### config.mk
export PLATFORM = sky130hd
export DESIGN_NAME = sig_tstamp_engine
export DESIGN_NICKNAME = d
export VERILOG_FILES = /design/src/rtl/ste_pkg.sv /design/src/rtl/ste_line_front.sv /design/src/rtl/ste_prio_pick.sv /design/src/rtl/ste_fifo.sv /design/src/rtl/sig_tstamp_engine.sv
export SDC_FILE = /design/constraint.sdc
export NUM_CORES = 2
export LEC_CHECK = 0
export CAP_MARGIN = 20
export CORE_ASPECT_RATIO = 1.2
export CORE_UTILIZATION = 50
export CTS_CLUSTER_DIAMETER = 80
export DETAILED_ROUTE_END_ITERATION = 10
export PLACE_DENSITY_LB_ADDON = 0.25
export SYNTH_ARGS = -nofsm -noshare
export SYNTH_HDL_FRONTEND = slang
export SYNTH_SLANG_ARGS = --single-unit
export TNS_END_PERCENT = 100
### constraint.sdc
create_clock -name clk -period 19.82 [get_ports clk]
set_clock_uncertainty 0.15 [all_clocks]
set_input_delay 1.982 -clock clk [delete_from_list [all_inputs] [get_ports clk]]
set_output_delay 1.982 -clock clk [all_outputs]
set_load 0.01 [all_outputs]
### src/rtl/ste_pkg.sv
// Package: shared constants for the signal-change timestamp engine.
// Assumes word addressing on a 32-bit register port.
package ste_pkg;
    localparam int SLICE_W   = 32;
    localparam int THR_MAX   = 256;
    localparam int A_STATUS  = 0;
    localparam int A_THRESH  = 1;
    localparam int A_TS_LO   = 2;
    localparam int A_TS_HI   = 3;
    localparam int A_INFO    = 4;
    localparam int A_EN_BASE = 16;
endpackage

### src/rtl/ste_line_front.sv
// Module: line front end. Syncs every line through two flops, finds level
// changes against a third flop, and keeps a sticky pending bit plus the
// latest level per enabled line. Assumes en and clr are in the clk domain.
module ste_line_front #(
    parameter int NUM_LINES = 96
) (
    input  logic                 clk,
    input  logic                 rst_n,
    input  logic [NUM_LINES-1:0] line_in,
    input  logic [NUM_LINES-1:0] en,
    input  logic [NUM_LINES-1:0] clr,
    output logic [NUM_LINES-1:0] pending,
    output logic [NUM_LINES-1:0] level
);
    logic [NUM_LINES-1:0] sync1_q, sync2_q, prev_q, pend_q, lvl_q;
    logic [NUM_LINES-1:0] chg;

    // Purpose: enabled level changes seen this cycle.
    always_comb chg = (sync2_q ^ prev_q) & en;

    // Purpose: synchroniser, compare stage, sticky pending and level capture.
    always_ff @(posedge clk) begin
        if (!rst_n) begin
            sync1_q <= '0;
            sync2_q <= '0;
            prev_q  <= '0;
            pend_q  <= '0;
            lvl_q   <= '0;
        end else begin
            sync1_q <= line_in;
            sync2_q <= sync1_q;
            prev_q  <= sync2_q;
            pend_q  <= ((pend_q & ~clr) | chg) & en;
            lvl_q   <= (chg & sync2_q) | (~chg & lvl_q);
        end
    end

    assign pending = pend_q;
    assign level   = lvl_q;
endmodule

### src/rtl/ste_prio_pick.sv
// Module: lowest-index-first picker. Purely combinational; returns the
// index of the lowest set request and a one-hot grant for it.
module ste_prio_pick #(
    parameter int NUM_LINES = 96,
    parameter int IDX_W     = 7
) (
    input  logic [NUM_LINES-1:0] req,
    output logic                 any,
    output logic [IDX_W-1:0]     idx,
    output logic [NUM_LINES-1:0] grant
);
    // Purpose: scan downward so the lowest set request wins.
    always_comb begin
        any = 1'b0;
        idx = '0;
        for (int i = NUM_LINES - 1; i >= 0; i--) begin
            if (req[i]) begin
                any = 1'b1;
                idx = IDX_W'(i);
            end
        end
    end

    // Purpose: one-hot grant for the chosen line.
    always_comb grant = any ? (NUM_LINES'(1) << idx) : '0;
endmodule

### src/rtl/ste_fifo.sv
// Module: record FIFO with occupancy count. Assumes DEPTH is a power of two.
// A push while full and a pop while empty are ignored.
module ste_fifo #(
    parameter int W     = 72,
    parameter int DEPTH = 16,
    localparam int PTR_W = $clog2(DEPTH),
    localparam int CNT_W = $clog2(DEPTH + 1)
) (
    input  logic             clk,
    input  logic             rst_n,
    input  logic             push,
    input  logic             pop,
    input  logic [W-1:0]     wdata,
    output logic [W-1:0]     rdata,
    output logic [CNT_W-1:0] count,
    output logic             full,
    output logic             empty
);
    logic [W-1:0]     mem [DEPTH];
    logic [PTR_W-1:0] wr_ptr, rd_ptr;
    logic             do_push, do_pop;

    assign full    = (count == CNT_W'(DEPTH));
    assign empty   = (count == '0);
    assign do_push = push && !full;
    assign do_pop  = pop && !empty;
    assign rdata   = mem[rd_ptr];

    // Purpose: storage write, no reset needed on the data.
    always_ff @(posedge clk) begin
        if (do_push) mem[wr_ptr] <= wdata;
    end

    // Purpose: pointers and occupancy count.
    always_ff @(posedge clk) begin
        if (!rst_n) begin
            wr_ptr <= '0;
            rd_ptr <= '0;
            count  <= '0;
        end else begin
            if (do_push) wr_ptr <= wr_ptr + 1'b1;
            if (do_pop)  rd_ptr <= rd_ptr + 1'b1;
            case ({do_push, do_pop})
                2'b10:   count <= count + 1'b1;
                2'b01:   count <= count - 1'b1;
                default: count <= count;
            endcase
        end
    end
endmodule

### src/rtl/sig_tstamp_engine.sv
// Module: signal-change timestamp engine top. Holds the enable slices, the
// threshold and overflow registers and the register read mux. It connects
// the line front end, the picker and the record FIFO. Assumes sys_time is
// already in the clk domain and that NUM_SLICES is 3, 11 or 17.
module sig_tstamp_engine
    import ste_pkg::*;
#(
    parameter int NUM_SLICES = 3,
    parameter int TS_W       = 64,
    parameter int FIFO_DEPTH = 16,
    parameter int ADDR_W     = 6
) (
    input  logic                        clk,
    input  logic                        rst_n,
    input  logic [NUM_SLICES*SLICE_W-1:0] line_in,
    input  logic [TS_W-1:0]             sys_time,
    input  logic                        reg_wr,
    input  logic                        reg_rd,
    input  logic [ADDR_W-1:0]           reg_addr,
    input  logic [31:0]                 reg_wdata,
    output logic [31:0]                 reg_rdata,
    output logic                        irq
);
    localparam int NUM_LINES = NUM_SLICES * SLICE_W;
    localparam int IDX_W     = $clog2(NUM_LINES);
    localparam int REC_W     = TS_W + IDX_W + 1;
    localparam int CNT_W     = $clog2(FIFO_DEPTH + 1);

    logic [SLICE_W-1:0]   en_slice [NUM_SLICES];
    logic [NUM_LINES-1:0] en_vec, pending, level, grant;
    logic [8:0]           thresh;
    logic                 ovf;
    logic                 pick_any, push, pop;
    logic [IDX_W-1:0]     pick_idx;
    logic [REC_W-1:0]     wr_rec, head_rec;
    logic [CNT_W-1:0]     fifo_count;
    logic                 fifo_full, fifo_empty;
    logic [63:0]          head_ts;
    logic [IDX_W-1:0]     head_idx;
    logic                 head_lvl;
    logic                 wr_status, wr_thresh, thresh_ok;

    // Purpose: flatten the per-slice enable words into one line vector.
    for (genvar s = 0; s < NUM_SLICES; s++) begin : g_en_flat
        assign en_vec[s*SLICE_W +: SLICE_W] = en_slice[s];
    end

    assign wr_status = reg_wr && (reg_addr == ADDR_W'(A_STATUS));
    assign wr_thresh = reg_wr && (reg_addr == ADDR_W'(A_THRESH));
    assign thresh_ok = (reg_wdata != 32'd0) && (reg_wdata <= 32'(THR_MAX));

    // Purpose: enable slice registers, one word per slice address.
    always_ff @(posedge clk) begin
        if (!rst_n) begin
            for (int s = 0; s < NUM_SLICES; s++) en_slice[s] <= '0;
        end else if (reg_wr) begin
            for (int s = 0; s < NUM_SLICES; s++) begin
                if (reg_addr == ADDR_W'(A_EN_BASE + s)) en_slice[s] <= reg_wdata;
            end
        end
    end

    // Purpose: threshold register, accepting only legal values.
    always_ff @(posedge clk) begin
        if (!rst_n)                      thresh <= 9'd1;
        else if (wr_thresh && thresh_ok) thresh <= reg_wdata[8:0];
    end

    // Purpose: sticky overflow flag; a new drop wins over a clear.
    always_ff @(posedge clk) begin
        if (!rst_n)                        ovf <= 1'b0;
        else if (pick_any && fifo_full)    ovf <= 1'b1;
        else if (wr_status && reg_wdata[0]) ovf <= 1'b0;
    end

    ste_line_front #(.NUM_LINES(NUM_LINES)) front_i (
        .clk     (clk),
        .rst_n   (rst_n),
        .line_in (line_in),
        .en      (en_vec),
        .clr     (grant),
        .pending (pending),
        .level   (level)
    );

    ste_prio_pick #(.NUM_LINES(NUM_LINES), .IDX_W(IDX_W)) pick_i (
        .req   (pending),
        .any   (pick_any),
        .idx   (pick_idx),
        .grant (grant)
    );

    assign push   = pick_any;
    assign pop    = reg_rd && (reg_addr == ADDR_W'(A_INFO)) && !fifo_empty;
    assign wr_rec = {sys_time, pick_idx, level[pick_idx]};

    ste_fifo #(.W(REC_W), .DEPTH(FIFO_DEPTH)) fifo_i (
        .clk   (clk),
        .rst_n (rst_n),
        .push  (push),
        .pop   (pop),
        .wdata (wr_rec),
        .rdata (head_rec),
        .count (fifo_count),
        .full  (fifo_full),
        .empty (fifo_empty)
    );

    assign head_lvl = head_rec[0];
    assign head_idx = head_rec[IDX_W:1];
    assign head_ts  = 64'(head_rec[REC_W-1 -: TS_W]);

    // Purpose: level interrupt on occupancy at or above threshold.
    always_comb irq = (10'(fifo_count) >= 10'(thresh));

    // Purpose: register read mux.
    always_comb begin
        reg_rdata = '0;
        case (reg_addr)
            ADDR_W'(A_STATUS): begin
                reg_rdata[0]     = ovf;
                reg_rdata[1]     = fifo_empty;
                reg_rdata[2]     = irq;
                reg_rdata[31:16] = 16'(fifo_count);
            end
            ADDR_W'(A_THRESH): reg_rdata = 32'(thresh);
            ADDR_W'(A_TS_LO):  reg_rdata = fifo_empty ? 32'd0 : head_ts[31:0];
            ADDR_W'(A_TS_HI):  reg_rdata = fifo_empty ? 32'd0 : head_ts[63:32];
            ADDR_W'(A_INFO): begin
                if (!fifo_empty) begin
                    reg_rdata[31]   = 1'b1;
                    reg_rdata[16]   = head_lvl;
                    reg_rdata[15:0] = 16'(head_idx);
                end
            end
            default: begin
                for (int s = 0; s < NUM_SLICES; s++) begin
                    if (reg_addr == ADDR_W'(A_EN_BASE + s)) reg_rdata = en_slice[s];
                end
            end
        endcase
    end
endmodule

==> flow_summary.ini <==
[power]
peakVddDrop_mv = 0.0911
power_density_nw_per_um2 = 102
leakage_uw = 0.0252
design_power_total_uw = 8000

[logic_synthesis]
yosysTopAreaCell = edfxtp_1
ys_seq_area_share_pct = 69.9
ys_ff_latch = 1755
synth.distinct_cells = 70
yosysWarnings = 0
syn_inst = 4299
synthesis.nets = 4516
synth_top_area_share_pct = 55.0
netlist_area_um2 = 68100
yosys_most_used_dff = edfxtp_1
synth.area.top_cells = edfxtp_1, dfxtp_1, mux4_2, and2_1, nand2_1
synth_most_common_cell = edfxtp_1
avgSynthCellArea_um2 = 15.8
synthArstFlopShare_pct = 0
synth_common_cells = edfxtp_1, dfxtp_1, nand2_1
synth-edff-count = 1248

[setup_path]
critical_path_depth = 8
cp_slowest_cell = o21ai_0
timing.rr.start = front_i.pending[47]
cp.buffers_inverters = 2
crit_family = simple AND/OR/NAND/NOR gates
critical_path.max_stage_delay_ps = 800
r2r_setup_slack_ps = 14450
cp_max_fo = 26
cp_cell_sequence = clkdlybuf4s50_1, nor3_1, nand2b_1, nor2_4, a22o_1, a21oi_1, o21ai_0, clkdlybuf4s50_1
endpoint_kind = output port
crit_type = in2out
path_common_cell = clkdlybuf4s50_1
reg2reg_depth = 14
crit_path_start_kind = primary input
critPathArrivalTime_ps = 5990
worst_ep_required_time_ps = 17690
r2r-end = fifo_i.mem[14][0]

[clock_tree]
ctsHoldBuffers = 0
insertion_delay_ps = 810
cts_root_buffer = clkbuf_16
clockBufferDepth = 3
post_cts_resized = 0
htreeDepth = 4
post_cts_buffers = 0
cts_tree = done
cts.sinks = 1755
clk_pin_slew_worst_paths_ps = 60
cts-buffers-inserted = 169

[min_path]
hold_end = front_i.sync2_q[87]
worst_hold_startpoint = front_i.sync1_q[87]
holdPathStages = 1
hold_class = reg2reg

[sta]
relSlewSlack_pct = 22.8
period_minus_slack_ps = 8130
fin_tns_setup_ps = 0
timing.final.hold_violations = 0
slew_violations = 0
layout_setup_ws_ps = 11690
max_freq_mhz = 123
setup_viol = 0
worst_pin_slew_ps = 1150
grt_setup_unrepaired = false
fin_crit_sh_pct = 41.0
hold_slack_ps = 284

[global_routing]
grt_pass1_vias = 38900
antenna_found_initial = 18
grt-ovfl-total = 0
track_usage_pct = 27.8
grt_max_degree = 136
grt_pass1_wl_um = 272000

[job]
max-cap-violations = 0

[route]
drc = 0
vias = 39300
ant_nets = 0
avgViaCountPerCell = 6.02
wl_um = 190000
wire_per_inst_um = 29.1
first_pass_iters = 6
drt_iter0_drc = 4516

[floorplan]
design.die.area_um2 = 138000
io_pins = 235
core_um2 = 135000
rows = 148
start_util_pct = 50.3
die_w_um = 339
die_h_um = 406

[placed_design]
port_buffers = 234
dp_hpwl_um = 122000
post-place-ws_ps = 11980
gp_congestion = 1.04

[layout]
fill_cells = 10400
multi_input_area_um2 = 19800
fin_util_pct = 57.7
layout.nets = 4800
regArea_um2 = 47600
syn2layout_area_growth_pct = 14.7
layout-drive-gt1-share_pct = 14.9

[run_status]
status = finished clean
cell families (layout without fill, tap and decap cells):
logic type / after synthesis / in the layout / share of synthesized area (%)
mux: 455 / 455 / 13.1
fa+ha+maj: 15 / 15 / 0.286
buf+inv: 227 / 651 / 1.29
xor+xnor: 106 / 106 / 1.36
flops: 1755 / 1755 / 69.9
simple gates: 1075 / 1075 / 8.14
other cells: 0 / 7 / 0
compound gates: 666 / 666 / 5.94
cell type report:
cell class	instances	share of cell area, %
diodes	7	0.0224
inverters	43	0.207
well taps	1800	2.88
multi-input cells	2317	25.4
clock inverters	92	1.06
clock buffers	219	5.85
flip-flops and latches	1755	61.0
repair buffers	297	3.63
layout by cell type (no fill, tap or decap), drive strengths merged, types with 7 or more instances in the layout:
cell type	instances
a211oi	22
a21boi	97
a21oi	157
a22o	15
a22oi	37
and2	335
buf	66
bufinv	12
clkbuf	219
clkdlybuf4s50	231
clkinv	70
dfxtp	507
diode	7
edfxtp	1248
ha	14
inv	49
mux2i	102
mux4	348
nand2	364
nand2b	21
nand3	20
nor2	95
nor2b	120
nor3	43
nor4	41
o21a	9
o21ai	242
o221ai	8
o22ai	25
o31ai	10
or3	8
or4	7
xnor2	91
xor2	15
metal layers:
layer | up-vias | share of wire (%) | GRT usage [%]
li1 | 17000 | - | -
met1 | 20100 | 38 | 36.0
met2 | 1792 | 48 | 44.9
met3 | 417 | 9.0 | 6.18
met4 | 18 | 4.9 | 12.8
met5 | - | 0.057 | 0
worst max path at each step:
stage / from / to / slack (ps)
CTS: reg_addr[5] / reg_rdata[3] / 11960
floorplan: front_i.pending[17] / fifo_i.mem[3][0] / 12570
global route: reg_addr[5] / reg_rdata[3] / 11540
finish: reg_addr[5] / reg_rdata[3] / 11690
detailed placement: reg_addr[5] / reg_rdata[0] / 11980
global placement: reg_addr[5] / reg_rdata[3] / 11970
state kept, by name, summed over array words and instances (netlist names), 5 cells and up, named ones only:
register,flops
front_i.prev_q,96
thresh,9
front_i.sync2_q,96
front_i.sync1_q,96
fifo_i.mem,1152
en_slice,96
fifo_i.count,5
front_i.pending,96
where the power goes:
part	internal (µW)	leakage [µW]	switching, µW
Clock	1790	0.00266	1380
Sequential	4090	0.0155	81.0
Combinational	222	0.00696	448
Total	6100	0.0252	1910
per-stage QoR:
step	cell area, µm²	std cells
2_1_floorplan	68100	4299
3_3_place_gp	72700	6212
3_5_place_dp	72700	6212
4_1_cts	78100	6523
5_1_grt	78100	6524
6_report	78100	6530
Note: power is estimated with default switching activity, not from simulation.
